--- config.mk ---
export PLATFORM = sky130hd
export DESIGN_NAME = sysopt_ctrl
export DESIGN_NICKNAME = d
export VERILOG_FILES = /design/src/rtl/sysopt_pkg.sv /design/src/rtl/sysopt_lock_reg.sv /design/src/rtl/sysopt_cfg_reg.sv /design/src/rtl/sysopt_stop_ctrl.sv /design/src/rtl/sysopt_tx_path.sv /design/src/rtl/sysopt_ctrl.sv
export SDC_FILE = /design/constraint.sdc
export NUM_CORES = 1
export LEC_CHECK = 0
export CAP_MARGIN = 20
export CELL_PAD_IN_SITES_DETAIL_PLACEMENT = 0
export CELL_PAD_IN_SITES_GLOBAL_PLACEMENT = 1
export CORE_MARGIN = 8
export CORE_UTILIZATION = 30
export DETAILED_ROUTE_END_ITERATION = 8
export GPL_TIMING_DRIVEN = 0
export PLACE_DENSITY = 0.9
export SYNTH_ARGS = -nofsm -noshare
export SYNTH_HDL_FRONTEND = slang
export SYNTH_SLANG_ARGS = --single-unit
--- constraint.sdc ---
create_clock -name clk -period 2.3 [get_ports clk]
set_clock_uncertainty 0.05 [all_clocks]
set_input_delay 0.46 -clock clk [delete_from_list [all_inputs] [get_ports clk]]
set_output_delay 0.46 -clock clk [all_outputs]
set_load 0.05 [all_outputs]
--- src/rtl/sysopt_pkg.sv ---
// Package: shared offsets, bit positions and types for the system options block.
// Assumes byte-wide registers; offsets are fixed by the register layout.
package sysopt_pkg;
    localparam int DATA_W      = 8;
    localparam int OFS_LOCK    = 4;
    localparam int OFS_CFG     = 5;
    localparam int LK_STOP_BIT = 0;
    localparam int LK_FAST_BIT = 1;
    localparam int CF_TXMOD    = 7;
    localparam int CF_SYNC     = 6;
    localparam int MISC_W      = 6;

    typedef struct packed {
        logic fast_wake;
        logic stop_en;
    } lock_opts_t;
endpackage

--- src/rtl/sysopt_lock_reg.sv ---
// Module: write-once lock register. The first decoded write after reset
// stores both option bits and sets the lock; later writes are dropped.
// Assumes wr_en is already qualified by select, write and address decode.
module sysopt_lock_reg
    import sysopt_pkg::*;
(
    input  logic              clk,
    input  logic              rst_n,
    input  logic              wr_en,
    input  logic [1:0]        wdata,
    output lock_opts_t        opts,
    output logic              locked,
    output logic [DATA_W-1:0] rdata
);
    // Capture the options on the first write, then hold until reset.
    always_ff @(posedge clk) begin
        if (!rst_n) begin
            opts   <= '0;
            locked <= 1'b0;
        end else if (wr_en && !locked) begin
            opts.stop_en   <= wdata[LK_STOP_BIT];
            opts.fast_wake <= wdata[LK_FAST_BIT];
            locked         <= 1'b1;
        end
    end

    // Present the stored bits at their positions; other bits read zero.
    always_comb begin
        rdata              = '0;
        rdata[LK_STOP_BIT] = opts.stop_en;
        rdata[LK_FAST_BIT] = opts.fast_wake;
    end
endmodule

--- src/rtl/sysopt_cfg_reg.sv ---
// Module: free read/write configuration register with a self-clearing
// synchronization trigger bit that is never stored.
// Assumes wr_en is already qualified by select, write and address decode.
module sysopt_cfg_reg
    import sysopt_pkg::*;
(
    input  logic              clk,
    input  logic              rst_n,
    input  logic              wr_en,
    input  logic [DATA_W-1:0] wdata,
    output logic              tx_mod,
    output logic [MISC_W-1:0] misc,
    output logic              sync_pulse,
    output logic [DATA_W-1:0] rdata
);
    // Store the modulation select and general bits on every write.
    always_ff @(posedge clk) begin
        if (!rst_n) begin
            tx_mod <= 1'b0;
            misc   <= '0;
        end else if (wr_en) begin
            tx_mod <= wdata[CF_TXMOD];
            misc   <= wdata[MISC_W-1:0];
        end
    end

    // Produce a single-cycle trigger in the cycle after a write with the sync bit set.
    always_ff @(posedge clk) begin
        if (!rst_n) sync_pulse <= 1'b0;
        else        sync_pulse <= wr_en && wdata[CF_SYNC];
    end

    // Read back stored bits; the trigger position always reads zero.
    always_comb begin
        rdata               = '0;
        rdata[CF_TXMOD]     = tx_mod;
        rdata[MISC_W-1:0]   = misc;
    end
endmodule

--- src/rtl/sysopt_stop_ctrl.sv ---
// Module: STOP legality check and fast-wakeup hazard monitor.
// Assumes stop_req and irq are synchronous single-clock-domain signals.
// A qualifying strobe opens a window of HAZ_WIN+1 cycles (strobe cycle included).
module sysopt_stop_ctrl #(
    parameter int HAZ_WIN = 8
) (
    input  logic clk,
    input  logic rst_n,
    input  logic stop_req,
    input  logic stop_en,
    input  logic fast_wake,
    input  logic irq,
    output logic stop_grant,
    output logic illegal_rst,
    output logic wake_hazard
);
    localparam int CNT_W = $clog2(HAZ_WIN + 1);

    logic [CNT_W-1:0] win_cnt;
    logic             arm;
    logic             win_open;

    // Decide whether this strobe opens the hazard window and whether the window is open now.
    always_comb begin
        arm      = stop_req && stop_en && fast_wake;
        win_open = arm || (win_cnt != '0);
    end

    // Turn each strobe into exactly one of grant or illegal-reset request.
    always_ff @(posedge clk) begin
        if (!rst_n) begin
            stop_grant  <= 1'b0;
            illegal_rst <= 1'b0;
        end else begin
            stop_grant  <= stop_req && stop_en;
            illegal_rst <= stop_req && !stop_en;
        end
    end

    // Count down the remaining cycles of the post-STOP window.
    always_ff @(posedge clk) begin
        if (!rst_n)            win_cnt <= '0;
        else if (arm)          win_cnt <= CNT_W'(HAZ_WIN);
        else if (win_cnt != '0) win_cnt <= win_cnt - CNT_W'(1);
    end

    // Flag an interrupt that lands inside the open window.
    always_ff @(posedge clk) begin
        if (!rst_n) wake_hazard <= 1'b0;
        else        wake_hazard <= win_open && irq;
    end
endmodule

--- src/rtl/sysopt_tx_path.sv ---
// Module: transmit path select. Either passes data straight through or
// gates it with a PWM channel. Assumes both inputs are bus-clock synchronous.
module sysopt_tx_path (
    input  logic tx_mod,
    input  logic tx_data,
    input  logic pwm_ch,
    output logic tx_pin
);
    // Choose the direct or the modulated transmit level.
    always_comb begin
        tx_pin = tx_mod ? (tx_data & pwm_ch) : tx_data;
    end
endmodule

--- src/rtl/sysopt_ctrl.sv ---
// Module: top of the system options block. Decodes the register bus,
// routes read data and connects the lock, configuration, stop and
// transmit sub-blocks. Assumes a single synchronous bus clock.
module sysopt_ctrl
    import sysopt_pkg::*;
#(
    parameter int ADDR_W  = 3,
    parameter int HAZ_WIN = 8
) (
    input  logic              clk,
    input  logic              rst_n,
    input  logic              bus_sel,
    input  logic              bus_we,
    input  logic [ADDR_W-1:0] bus_addr,
    input  logic [7:0]        bus_wdata,
    output logic [7:0]        bus_rdata,
    input  logic              stop_req_i,
    input  logic              irq_i,
    output logic              stop_grant_o,
    output logic              illegal_rst_o,
    output logic              fast_wake_o,
    output logic              wake_hazard_o,
    input  logic              tx_data_i,
    input  logic              pwm_ch_i,
    output logic              tx_pin_o,
    output logic              sync_pulse_o,
    output logic [5:0]        cfg_misc_o
);
    localparam logic [ADDR_W-1:0] A_LOCK = ADDR_W'(OFS_LOCK);
    localparam logic [ADDR_W-1:0] A_CFG  = ADDR_W'(OFS_CFG);

    logic              hit_lock;
    logic              hit_cfg;
    logic              wr_lock;
    logic              wr_cfg;
    lock_opts_t        lock_q;
    logic              lock_done;
    logic              stop_en_q;
    logic              fast_wake_q;
    logic              tx_mod_q;
    logic [DATA_W-1:0] lock_rd;
    logic [DATA_W-1:0] cfg_rd;

    // Decode the offset and qualify writes per register.
    always_comb begin
        hit_lock = bus_sel && (bus_addr == A_LOCK);
        hit_cfg  = bus_sel && (bus_addr == A_CFG);
        wr_lock  = hit_lock && bus_we;
        wr_cfg   = hit_cfg && bus_we;
    end

    sysopt_lock_reg u_lock (
        .clk    (clk),
        .rst_n  (rst_n),
        .wr_en  (wr_lock),
        .wdata  (bus_wdata[1:0]),
        .opts   (lock_q),
        .locked (lock_done),
        .rdata  (lock_rd)
    );

    sysopt_cfg_reg u_cfg (
        .clk        (clk),
        .rst_n      (rst_n),
        .wr_en      (wr_cfg),
        .wdata      (bus_wdata),
        .tx_mod     (tx_mod_q),
        .misc       (cfg_misc_o),
        .sync_pulse (sync_pulse_o),
        .rdata      (cfg_rd)
    );

    // Break out the stored lock options for the stop logic and the port.
    always_comb begin
        stop_en_q   = lock_q.stop_en;
        fast_wake_q = lock_q.fast_wake;
        fast_wake_o = fast_wake_q;
    end

    sysopt_stop_ctrl #(.HAZ_WIN(HAZ_WIN)) u_stop (
        .clk         (clk),
        .rst_n       (rst_n),
        .stop_req    (stop_req_i),
        .stop_en     (stop_en_q),
        .fast_wake   (fast_wake_q),
        .irq         (irq_i),
        .stop_grant  (stop_grant_o),
        .illegal_rst (illegal_rst_o),
        .wake_hazard (wake_hazard_o)
    );

    sysopt_tx_path u_tx (
        .tx_mod  (tx_mod_q),
        .tx_data (tx_data_i),
        .pwm_ch  (pwm_ch_i),
        .tx_pin  (tx_pin_o)
    );

    // Return the selected register, or zero for unmapped offsets and idle bus.
    always_comb begin
        if (hit_lock)     bus_rdata = lock_rd;
        else if (hit_cfg) bus_rdata = cfg_rd;
        else              bus_rdata = '0;
    end
endmodule

==> flow_summary.html, run 1 <==
<table>
<tr><th>Metric</th><th>Value</th></tr>
<tr><th colspan="2">Status</th></tr>
<tr><td>Outcome</td><td>finished clean</td></tr>
<tr><th colspan="2">Route</th></tr>
<tr><td>Routed Antenna Nets</td><td>0</td></tr>
<tr><td>WL/cell</td><td>around 13 µm</td></tr>
<tr><td>Length of the first detailed-routing pass in iterations</td><td>4</td></tr>
<tr><td>Initial detailed-routing violation count</td><td>33</td></tr>
<tr><td>Number of vias after detailed routing</td><td>722</td></tr>
<tr><td>Post-route DRC</td><td>0</td></tr>
<tr><td>Average via count per standard cell</td><td>4.513</td></tr>
<tr><td>Post-detailed-routing wire length</td><td>2030 µm</td></tr>
<tr><th colspan="2">Timing</th></tr>
<tr><td>Max-slew violations</td><td>0</td></tr>
<tr><td>Count of endpoints failing setup in the final report</td><td>0</td></tr>
<tr><td>Max frequency</td><td>442.5 MHz</td></tr>
<tr><td>Count of endpoints failing hold in the final timing report</td><td>0</td></tr>
<tr><td>Actual transition at the worst max-transition pin</td><td>about 0.52 ns</td></tr>
<tr><td>Setup repair after global routing missed its margin</td><td>no</td></tr>
<tr><td>Min Clock Period, post-route</td><td>about 2.3 ns</td></tr>
<tr><td>Headroom to the max-slew limit</td><td>0.6550</td></tr>
<tr><td>Post-route clock period utilization</td><td>0.9826</td></tr>
<tr><th colspan="2">Synth</th></tr>
<tr><td>Top-area cell type share of the netlist area</td><td>0.4444</td></tr>
<tr><td>Count of mapped cells out of synthesis</td><td>88</td></tr>
<tr><td>Yosys top cell by area</td><td>dfxtp_1</td></tr>
<tr><td>Leading cell types by total area after synthesis</td><td>dfxtp_1, mux2i_1, nand2_1</td></tr>
<tr><td>Post-synthesis sequential element count</td><td>18</td></tr>
<tr><td>Synthesized netlist net count</td><td>about 110</td></tr>
<tr><td>Yosys warns</td><td>0</td></tr>
<tr><td>Post-synthesis area per instance</td><td>between 9 and 10 µm²</td></tr>
<tr><td>Fraction of the yosys area taken by sequential cells</td><td>0.4444</td></tr>
<tr><td>Synth unique cells</td><td>24</td></tr>
<tr><td>Cell area after synthesis</td><td>810.8 µm²</td></tr>
<tr><th colspan="2">Power</th></tr>
<tr><td>Static Leakage</td><td>about 0.57 nW</td></tr>
<tr><td>Overall power consumption</td><td>~830 µW</td></tr>
<tr><td>P per Cell Area</td><td>677.2 nW/µm²</td></tr>
<tr><td>Highest ir drop seen on vdd</td><td>between 300 and 400 µV</td></tr>
<tr><th colspan="2">Placed design</th></tr>
<tr><td>Weighted congestion at the end of routability-driven global placement</td><td>~0.66</td></tr>
<tr><td>Number of buffer cells added on primary ports</td><td>37</td></tr>
<tr><td>Sum of net half-perimeters after detailed placement</td><td>about 1700 µm</td></tr>
<tr><td>Cell Area, Placed</td><td>roughly 1200 µm²</td></tr>
<tr><th colspan="2">Critical path</th></tr>
<tr><td>Slack of the worst reg-to-reg path</td><td>between 0.9 and 1 ns</td></tr>
<tr><td>Worst Setup SP</td><td>bus_addr[0]</td></tr>
<tr><td>Worst-path maximum fanout</td><td>6</td></tr>
<tr><td>Crit path arrival time</td><td>about 1.8 ns</td></tr>
<tr><td>Slowest cell on the critical path</td><td>clkdlybuf4s50_1</td></tr>
<tr><td>Peak per-stage delay on the critical path</td><td>approximately 0.55 ns</td></tr>
<tr><td>Endpoint kind of the worst setup timing path</td><td>output port</td></tr>
<tr><td>Crit Path Category</td><td>in -&gt; out</td></tr>
<tr><td>Type of origin of the critical path</td><td>input port</td></tr>
<tr><td>Ordered cell list for the critical path</td><td>clkdlybuf4s50_1 &gt; and4b_2 &gt; and2_1 &gt; buf_2</td></tr>
<tr><td>FF-to-FF Start</td><td>u_stop.win_cnt[0]</td></tr>
<tr><td>Critical path data required time</td><td>1.79 ns</td></tr>
<tr><th colspan="2">Clocking</th></tr>
<tr><td>Buffer type at the clock tree root</td><td>clkbuf_4</td></tr>
<tr><td>Clock Latency Late Sink</td><td>0.29 ns</td></tr>
<tr><td>Clock transition at the registers of the reported paths</td><td>approximately 0.11 ns</td></tr>
<tr><td>CTS HTree Levels</td><td>1</td></tr>
<tr><td>Maximum buffer depth of the clock tree</td><td>2</td></tr>
<tr><td>Number of CTS-inserted buffers</td><td>3</td></tr>
<tr><td>Sinks on the clock net</td><td>18</td></tr>
<tr><td>CTS tree</td><td>built</td></tr>
<tr><td>Post-CTS setup-driven buffer insertion count</td><td>0</td></tr>
<tr><th colspan="2">Die</th></tr>
<tr><td>Number of standard-cell rows in the floorplan</td><td>19</td></tr>
<tr><td>Boundary pin count</td><td>39</td></tr>
<tr><td>Initial Utilization</td><td>0.3045</td></tr>
<tr><td>Height of the die</td><td>67.99 µm</td></tr>
<tr><td>Die width</td><td>67.99 µm</td></tr>
<tr><td>Area of the core</td><td>roughly 2700 µm²</td></tr>
<tr><td>Area of the die</td><td>4622 µm²</td></tr>
<tr><th colspan="2">Finish</th></tr>
<tr><td>Layout cells sized above 1</td><td>0.1240</td></tr>
<tr><td>Final cell area excluding filler cells</td><td>around 1200 µm²</td></tr>
<tr><td>NumNets Final</td><td>about 150</td></tr>
<tr><td>Area Overhead vs Synth</td><td>51.85%</td></tr>
<tr><td>Number of antenna diodes</td><td>0</td></tr>
<tr><th colspan="2">Global routing</th></tr>
<tr><td>GRT overflow</td><td>0</td></tr>
<tr><td>Global-route usage over all layers</td><td>0.09506</td></tr>
<tr><td>Antenna violations before repair</td><td>0</td></tr>
<tr><td>Pin count of the biggest net entering global routing</td><td>11</td></tr>
<tr><td>Via count of the first global-routing pass</td><td>about 760</td></tr>
<tr><td>Global-route wire length before repair</td><td>~3500 µm</td></tr>
<tr><th colspan="2">Job</th></tr>
<tr><td>Maxcap violations</td><td>0</td></tr>
<tr><th colspan="2">Hold path</th></tr>
<tr><td>Worst hold start</td><td>u_lock.locked</td></tr>
<tr><td>Worst hold path type</td><td>reg -&gt; reg</td></tr>
</table>
==> routing by layer <==
| metal | part of all wire | vias to the layer above | GRT usage |
|---|---|---|---|
| li1 | - | 372 | - |
| met1 | 0.42 | 326 | 0.1118 |
| met2 | 0.47 | 24 | 0.1442 |
| met3 | 0.10 | 0 | 0.04746 |
| met4 | 0 | 0 | 0.03836 |
| met5 | 0 | - | 0 |
==> cells in the final DEF (no fill, tap or decap), types with 2 or more instances in the layout <==
master | netlist | layout
clkdlybuf4s50_1 | 0 | 29
xnor2_1 | 2 | 2
nand2_1 | 20 | 20
mux2i_1 | 12 | 12
clkbuf_4 | 0 | 5
dfxtp_1 | 18 | 18
clkbuf_1 | 2 | 2
buf_2 | 0 | 3
ha_1 | 2 | 2
inv_1 | 4 | 4
nor2_1 | 6 | 6
a21boi_1 | 2 | 2
and2_1 | 5 | 5
nor3_1 | 2 | 2
==> cell type report <==
type | instances | area (µm²)
plain buffers | 3 | 15.01
clock buffers | 4 | 36.28
fillers | 284 | 1431
inverters | 4 | 15.01
multi-input cells | 63 | 421.7
flip-flops and latches | 18 | 360.3
well taps | 31 | 38.79
repair buffers | 37 | 344.1
==> state kept, by name (all words and copies together) (netlist names) <==
signal and cells:
u_cfg.misc 6, u_lock.opts 2, u_cfg.sync_pulse 1, u_stop.stop_grant 1, u_cfg.tx_mod 1, u_stop.illegal_rst 1
u_stop.wake_hazard 1, u_stop.win_cnt 4, u_lock.locked 1
==> cell usage after synthesis <==
cell and n:
nor3b_2 1, a21boi_1 2, a21oi_1 1, nor3_1 2, a211oi_1 1, nand3_1 1
ha_1 2, buf_4 1, clkbuf_1 2, nand2_1 20, nand2_2 1, mux2i_1 12
and3_1 1, xnor2_1 2, or4b_4 1, inv_1 4, nor2_1 6, a21boi_0 1
and2_1 5, nand3b_4 1, and4b_1 1, nor2b_1 1, conb_1 1, dfxtp_1 18
==> repair_timing <==
action / CTS / global route
setup endpoints to repair: 8 / 4
hold buffers: 0 / 0
gates resized for setup: 29 / 5
==> worst max-delay path, delay by kind of cell <==
family                 cells  cell delay, ns
buffers and inverters      2            0.81
and+or+nand+nor            2            0.47
==> stage by stage <==
step	std cells	worst slack, ns	TNS, ns	hold WS [ns]	util
floorplan	88	0.1743	0	0.3745	-
global placement	156	-0.5344	-3.209	0.3887	0.4582
detailed placement	156	-0.5652	-3.470	0.3920	0.4582
CTS	160	0.02232	0	0.4084	0.4615
global route	160	0.0005294	0	0.4480	0.4624
finish	160	0.04009	0	0.4041	0.4624
==> worst paths after layout <==
check	to	cells past startpoint
setup / recovery	bus_rdata[3]	4
setup reg to reg	u_stop.win_cnt[1]	5
hold reg to reg	u_lock.locked	2
hold / removal	u_lock.locked	2
==> cell families (layout without fill, tap and decap cells) <==
family	count (synthesis)	in the layout	synth area share
multiplexers	12	12	0.1482
adder cells (fa/ha/maj)	2	2	0.03086
AND/OR/NAND/NOR	41	41	0.2701
XOR/XNOR	2	2	0.02161
buffers and inverters	7	48	0.03704
flip-flops	18	18	0.4444
AO/OA/AOI/OAI	5	5	0.04321
other	1	1	0.004625
==> report_power, final <==
group	internal (mW)	total [mW]	leakage (nW)	switching [mW]
Combinational	0.131	0.267	0.401	0.137
Sequential	0.349	0.373	0.147	0.0233
Clock	0.0962	0.194	0.0210	0.0973
No activity file was read; power rests on OpenSTA's default activity.
==> inputs of run 2 (changes only) <==
Settings changed: PLACE_DENSITY 0.9 to 0.79.
==> flow_summary.html, run 2 (synthesis results as in run 1) <==
<table>
<tr><th>Metric</th><th>Value</th></tr>
<tr><th colspan="2">Status</th></tr>
<tr><td>Outcome</td><td>finished clean</td></tr>
<tr><th colspan="2">Route</th></tr>
<tr><td>Initial detailed-routing violation count</td><td>17 (-48%)</td></tr>
<tr><td>Post-detailed-routing wire length</td><td>2073 µm (+2.1%)</td></tr>
<tr><td>Post-route DRC</td><td>0 (unchanged)</td></tr>
<tr><td>Routed Antenna Nets</td><td>0 (unchanged)</td></tr>
<tr><td>WL/cell</td><td>12.96 µm (+2.1%)</td></tr>
<tr><td>Met2 Wirelength</td><td>981 µm (+1.9%)</td></tr>
<tr><td>Length of the first detailed-routing pass in iterations</td><td>4 (unchanged)</td></tr>
<tr><td>Met3 WL</td><td>175 µm (-18%)</td></tr>
<tr><td>Highest signal layer in the routed design</td><td>met3</td></tr>
<tr><td>Number of vias after detailed routing</td><td>716 (-0.83%)</td></tr>
<tr><td>Met1 routed wirelength after detailed routing</td><td>916 µm (+7.4%)</td></tr>
<tr><td>Average via count per standard cell</td><td>4.475 (-0.83%)</td></tr>
<tr><th colspan="2">Global routing</th></tr>
<tr><td>Global-route wire length before repair</td><td>3470 µm (+0.58%)</td></tr>
<tr><td>Via count of the first global-routing pass</td><td>776 (+2.8%)</td></tr>
<tr><td>Global-route usage over all layers</td><td>0.09773 (+0.002668)</td></tr>
<tr><td>Antenna violations before repair</td><td>0 (unchanged)</td></tr>
<tr><td>Pin count of the biggest net entering global routing</td><td>11 (unchanged)</td></tr>
<tr><td>GRT overflow</td><td>0 (unchanged)</td></tr>
<tr><th colspan="2">Die</th></tr>
<tr><td>Initial Utilization</td><td>0.3045 (unchanged)</td></tr>
<tr><td>Number of standard-cell rows in the floorplan</td><td>19 (unchanged)</td></tr>
<tr><td>Die width</td><td>67.99 µm (unchanged)</td></tr>
<tr><td>Boundary pin count</td><td>39 (unchanged)</td></tr>
<tr><td>Height of the die</td><td>67.99 µm (unchanged)</td></tr>
<tr><td>Area of the die</td><td>4622 µm² (unchanged)</td></tr>
<tr><td>Area of the core</td><td>2663 µm² (unchanged)</td></tr>
<tr><th colspan="2">Critical path</th></tr>
<tr><td>Worst-path maximum fanout</td><td>6 (unchanged)</td></tr>
<tr><td>Type of origin of the critical path</td><td>input port</td></tr>
<tr><td>Slowest cell on the critical path</td><td>clkdlybuf4s50_1</td></tr>
<tr><td>Crit path arrival time</td><td>1.73 ns (-0.02 ns)</td></tr>
<tr><td>Critical path data required time</td><td>1.79 ns (about the same)</td></tr>
<tr><td>Endpoint kind of the worst setup timing path</td><td>output port</td></tr>
<tr><td>CP Buf/Inv Count</td><td>2 (unchanged)</td></tr>
<tr><td>Family with the most delay on the worst path</td><td>buffers and inverters</td></tr>
<tr><td>Ordered cell list for the critical path</td><td>clkdlybuf4s50_1 &gt; and4b_2 &gt; and2_1 &gt; clkbuf_4</td></tr>
<tr><td>Crit Path Category</td><td>in -&gt; out</td></tr>
<tr><td>Peak per-stage delay on the critical path</td><td>0.55 ns (about the same)</td></tr>
<tr><th colspan="2">Power</th></tr>
<tr><td>Part of the power in the clock network</td><td>0.233 (about the same)</td></tr>
<tr><td>Switching Fraction</td><td>0.3072 (-0.001217)</td></tr>
<tr><td>Reg power frac</td><td>0.449 (+0.002)</td></tr>
<tr><td>Part of the total power dissipated in combinational logic</td><td>0.319 (-0.002)</td></tr>
<tr><td>Highest ir drop seen on vdd</td><td>709.6 µV (+100%)</td></tr>
<tr><td>Internal power contribution</td><td>577.7 µW (+0.20%)</td></tr>
<tr><td>Static Leakage</td><td>0.5666 nW (-0.38%)</td></tr>
<tr><td>P per Cell Area</td><td>673.2 nW/µm² (-0.58%)</td></tr>
<tr><td>Switching power</td><td>256.2 µW (-0.37%)</td></tr>
<tr><th colspan="2">Timing</th></tr>
<tr><td>Headroom to the max-slew limit</td><td>0.6605 (+0.005499)</td></tr>
<tr><td>Count of endpoints failing setup in the final report</td><td>0 (unchanged)</td></tr>
<tr><td>Max frequency</td><td>446.7 MHz (+0.95%)</td></tr>
<tr><td>Setup repair after global routing missed its margin</td><td>yes</td></tr>
<tr><td>Actual transition at the worst max-transition pin</td><td>0.5077 ns (-0.008223 ns)</td></tr>
<tr><td>Post-route clock period utilization</td><td>0.9733 (-0.009268)</td></tr>
<tr><td>Final worst setup slack</td><td>0.06141 ns (+0.02132 ns)</td></tr>
<tr><td>Final hold slack</td><td>0.4071 ns (+0.003007 ns)</td></tr>
<tr><td>Count of endpoints failing hold in the final timing report</td><td>0 (unchanged)</td></tr>
<tr><td>Max-slew violations</td><td>0 (unchanged)</td></tr>
<tr><td>Min Clock Period, post-route</td><td>2.239 ns (-0.02132 ns)</td></tr>
<tr><th colspan="2">Finish</th></tr>
<tr><td>Number of antenna diodes</td><td>0 (unchanged)</td></tr>
<tr><td>Area Overhead vs Synth</td><td>52.78%</td></tr>
<tr><td>Largest Register</td><td>u_cfg.misc</td></tr>
<tr><td>Registers with the highest flip-flop counts</td><td>u_cfg.misc: 6 flops, u_stop.win_cnt: 4 flops, u_lock.opts: 2 flops</td></tr>
<tr><td>Most common library cell in the layout ignoring fill and taps</td><td>clkdlybuf4s50_1</td></tr>
<tr><td>NumNets Final</td><td>151 (unchanged)</td></tr>
<tr><td>Register cell area after layout</td><td>360.3 µm² (unchanged)</td></tr>
<tr><td>Number of flip-flops under the largest register name</td><td>6 (unchanged)</td></tr>
<tr><td>Finished Core Util</td><td>0.4652 (+0.002820)</td></tr>
<tr><td>Fillcell total</td><td>270 (-4.9%)</td></tr>
<tr><td>Filler-free cell count of the finished design</td><td>160 (unchanged)</td></tr>
<tr><td>Area of combinational cells with multiple inputs</td><td>421.7 µm² (unchanged)</td></tr>
<tr><td>Commonest cells after routing, fill and taps aside</td><td>clkdlybuf4s50_1, nand2_1, dfxtp_1</td></tr>
<tr><td>Layout cells sized above 1</td><td>0.1240 (unchanged)</td></tr>
<tr><th colspan="2">Clocking</th></tr>
<tr><td>Clock Latency Late Sink</td><td>0.29 ns (about the same)</td></tr>
<tr><td>CTS tree</td><td>built</td></tr>
<tr><td>Post-CTS setup-driven buffer insertion count</td><td>0 (unchanged)</td></tr>
<tr><td>Maximum buffer depth of the clock tree</td><td>2 (unchanged)</td></tr>
<tr><td>Hold_buf cts</td><td>0 (unchanged)</td></tr>
<tr><td>Sinks on the clock net</td><td>18 (unchanged)</td></tr>
<tr><td>Number of CTS-inserted buffers</td><td>3 (unchanged)</td></tr>
<tr><td>Buffer type at the clock tree root</td><td>clkbuf_4</td></tr>
<tr><td>Clock transition at the registers of the reported paths</td><td>0.10 ns (about the same)</td></tr>
<tr><td>CTS HTree Levels</td><td>1 (unchanged)</td></tr>
<tr><td>Post-CTS resize count</td><td>29 (unchanged)</td></tr>
<tr><th colspan="2">Placed design</th></tr>
<tr><td>Dpl ws</td><td>-0.6084 ns (-0.04321 ns)</td></tr>
<tr><td>Number of buffer cells added on primary ports</td><td>37 (unchanged)</td></tr>
<tr><td>Placed insts</td><td>156 (unchanged)</td></tr>
<tr><td>Sum of net half-perimeters after detailed placement</td><td>1676 µm (+0.24%)</td></tr>
<tr><td>Weighted congestion at the end of routability-driven global placement</td><td>0.6644 (+1.1%)</td></tr>
<tr><th colspan="2">Hold path</th></tr>
<tr><td>Worst hold path type</td><td>reg -&gt; reg</td></tr>
<tr><th colspan="2">Job</th></tr>
<tr><td>Maxcap violations</td><td>0 (unchanged)</td></tr>
</table>
run 2: path summary, 6_finish.rpt:
check | from | to | slack, ns | depth (start not counted)
worst max-delay path | bus_addr[0] | bus_rdata[3] | 0.06 | 4
worst min register to register | u_lock.locked | u_lock.locked | 0.41 | 2
worst max register to register | u_stop.win_cnt[0] | u_stop.win_cnt[1] | 0.97 | 5
worst min-delay path | u_lock.locked | u_lock.locked | 0.41 | 2
run 2: per-layer routing:
layer | GRT usage | vias up
met2 | 0.1676 | 27
li1 | - | 367
met4 | 0.02302 | 0
met1 | 0.1043 | 322
met3 | 0.05074 | 0
met5 | 0 | -
run 2: tightest hold or removal path: stages, from the launching register on:
cell and delay, ns:
dfxtp_1 0.33, inv_1 0.05, a21boi_1 0.05
run 2: final cells by class:
cell class | count | share of cell area
Timing Repair Buffer | 37 | 0.2838
Buffer | 3 | 0.01212
Clock buffer | 4 | 0.02929
Tap cell | 31 | 0.03131
Multi-Input combinational cell | 63 | 0.3404
Sequential cell | 18 | 0.2909
Inverter | 4 | 0.01212
run 2: power groups by stage:
stage               Sequential, mW  Clock, mW  Combinational (mW)
global route                 0.379      0.220               0.299
CTS                          0.374      0.204               0.270
global placement             0.378          0               0.259
finish                       0.374      0.194               0.266
detailed placement           0.382          0               0.269
floorplan                    0.401          0               0.167
run 2: metrics by stage:
step	total power, mW	setup TNS (ns)	instance area [µm²]
finish	0.8339	0	1239
global route	0.8980	-0.008555	1239
CTS	0.8478	0	1229
detailed placement	0.6510	-3.616	1220
global placement	0.6374	-3.487	1220
floorplan	0.5677	0	810.8
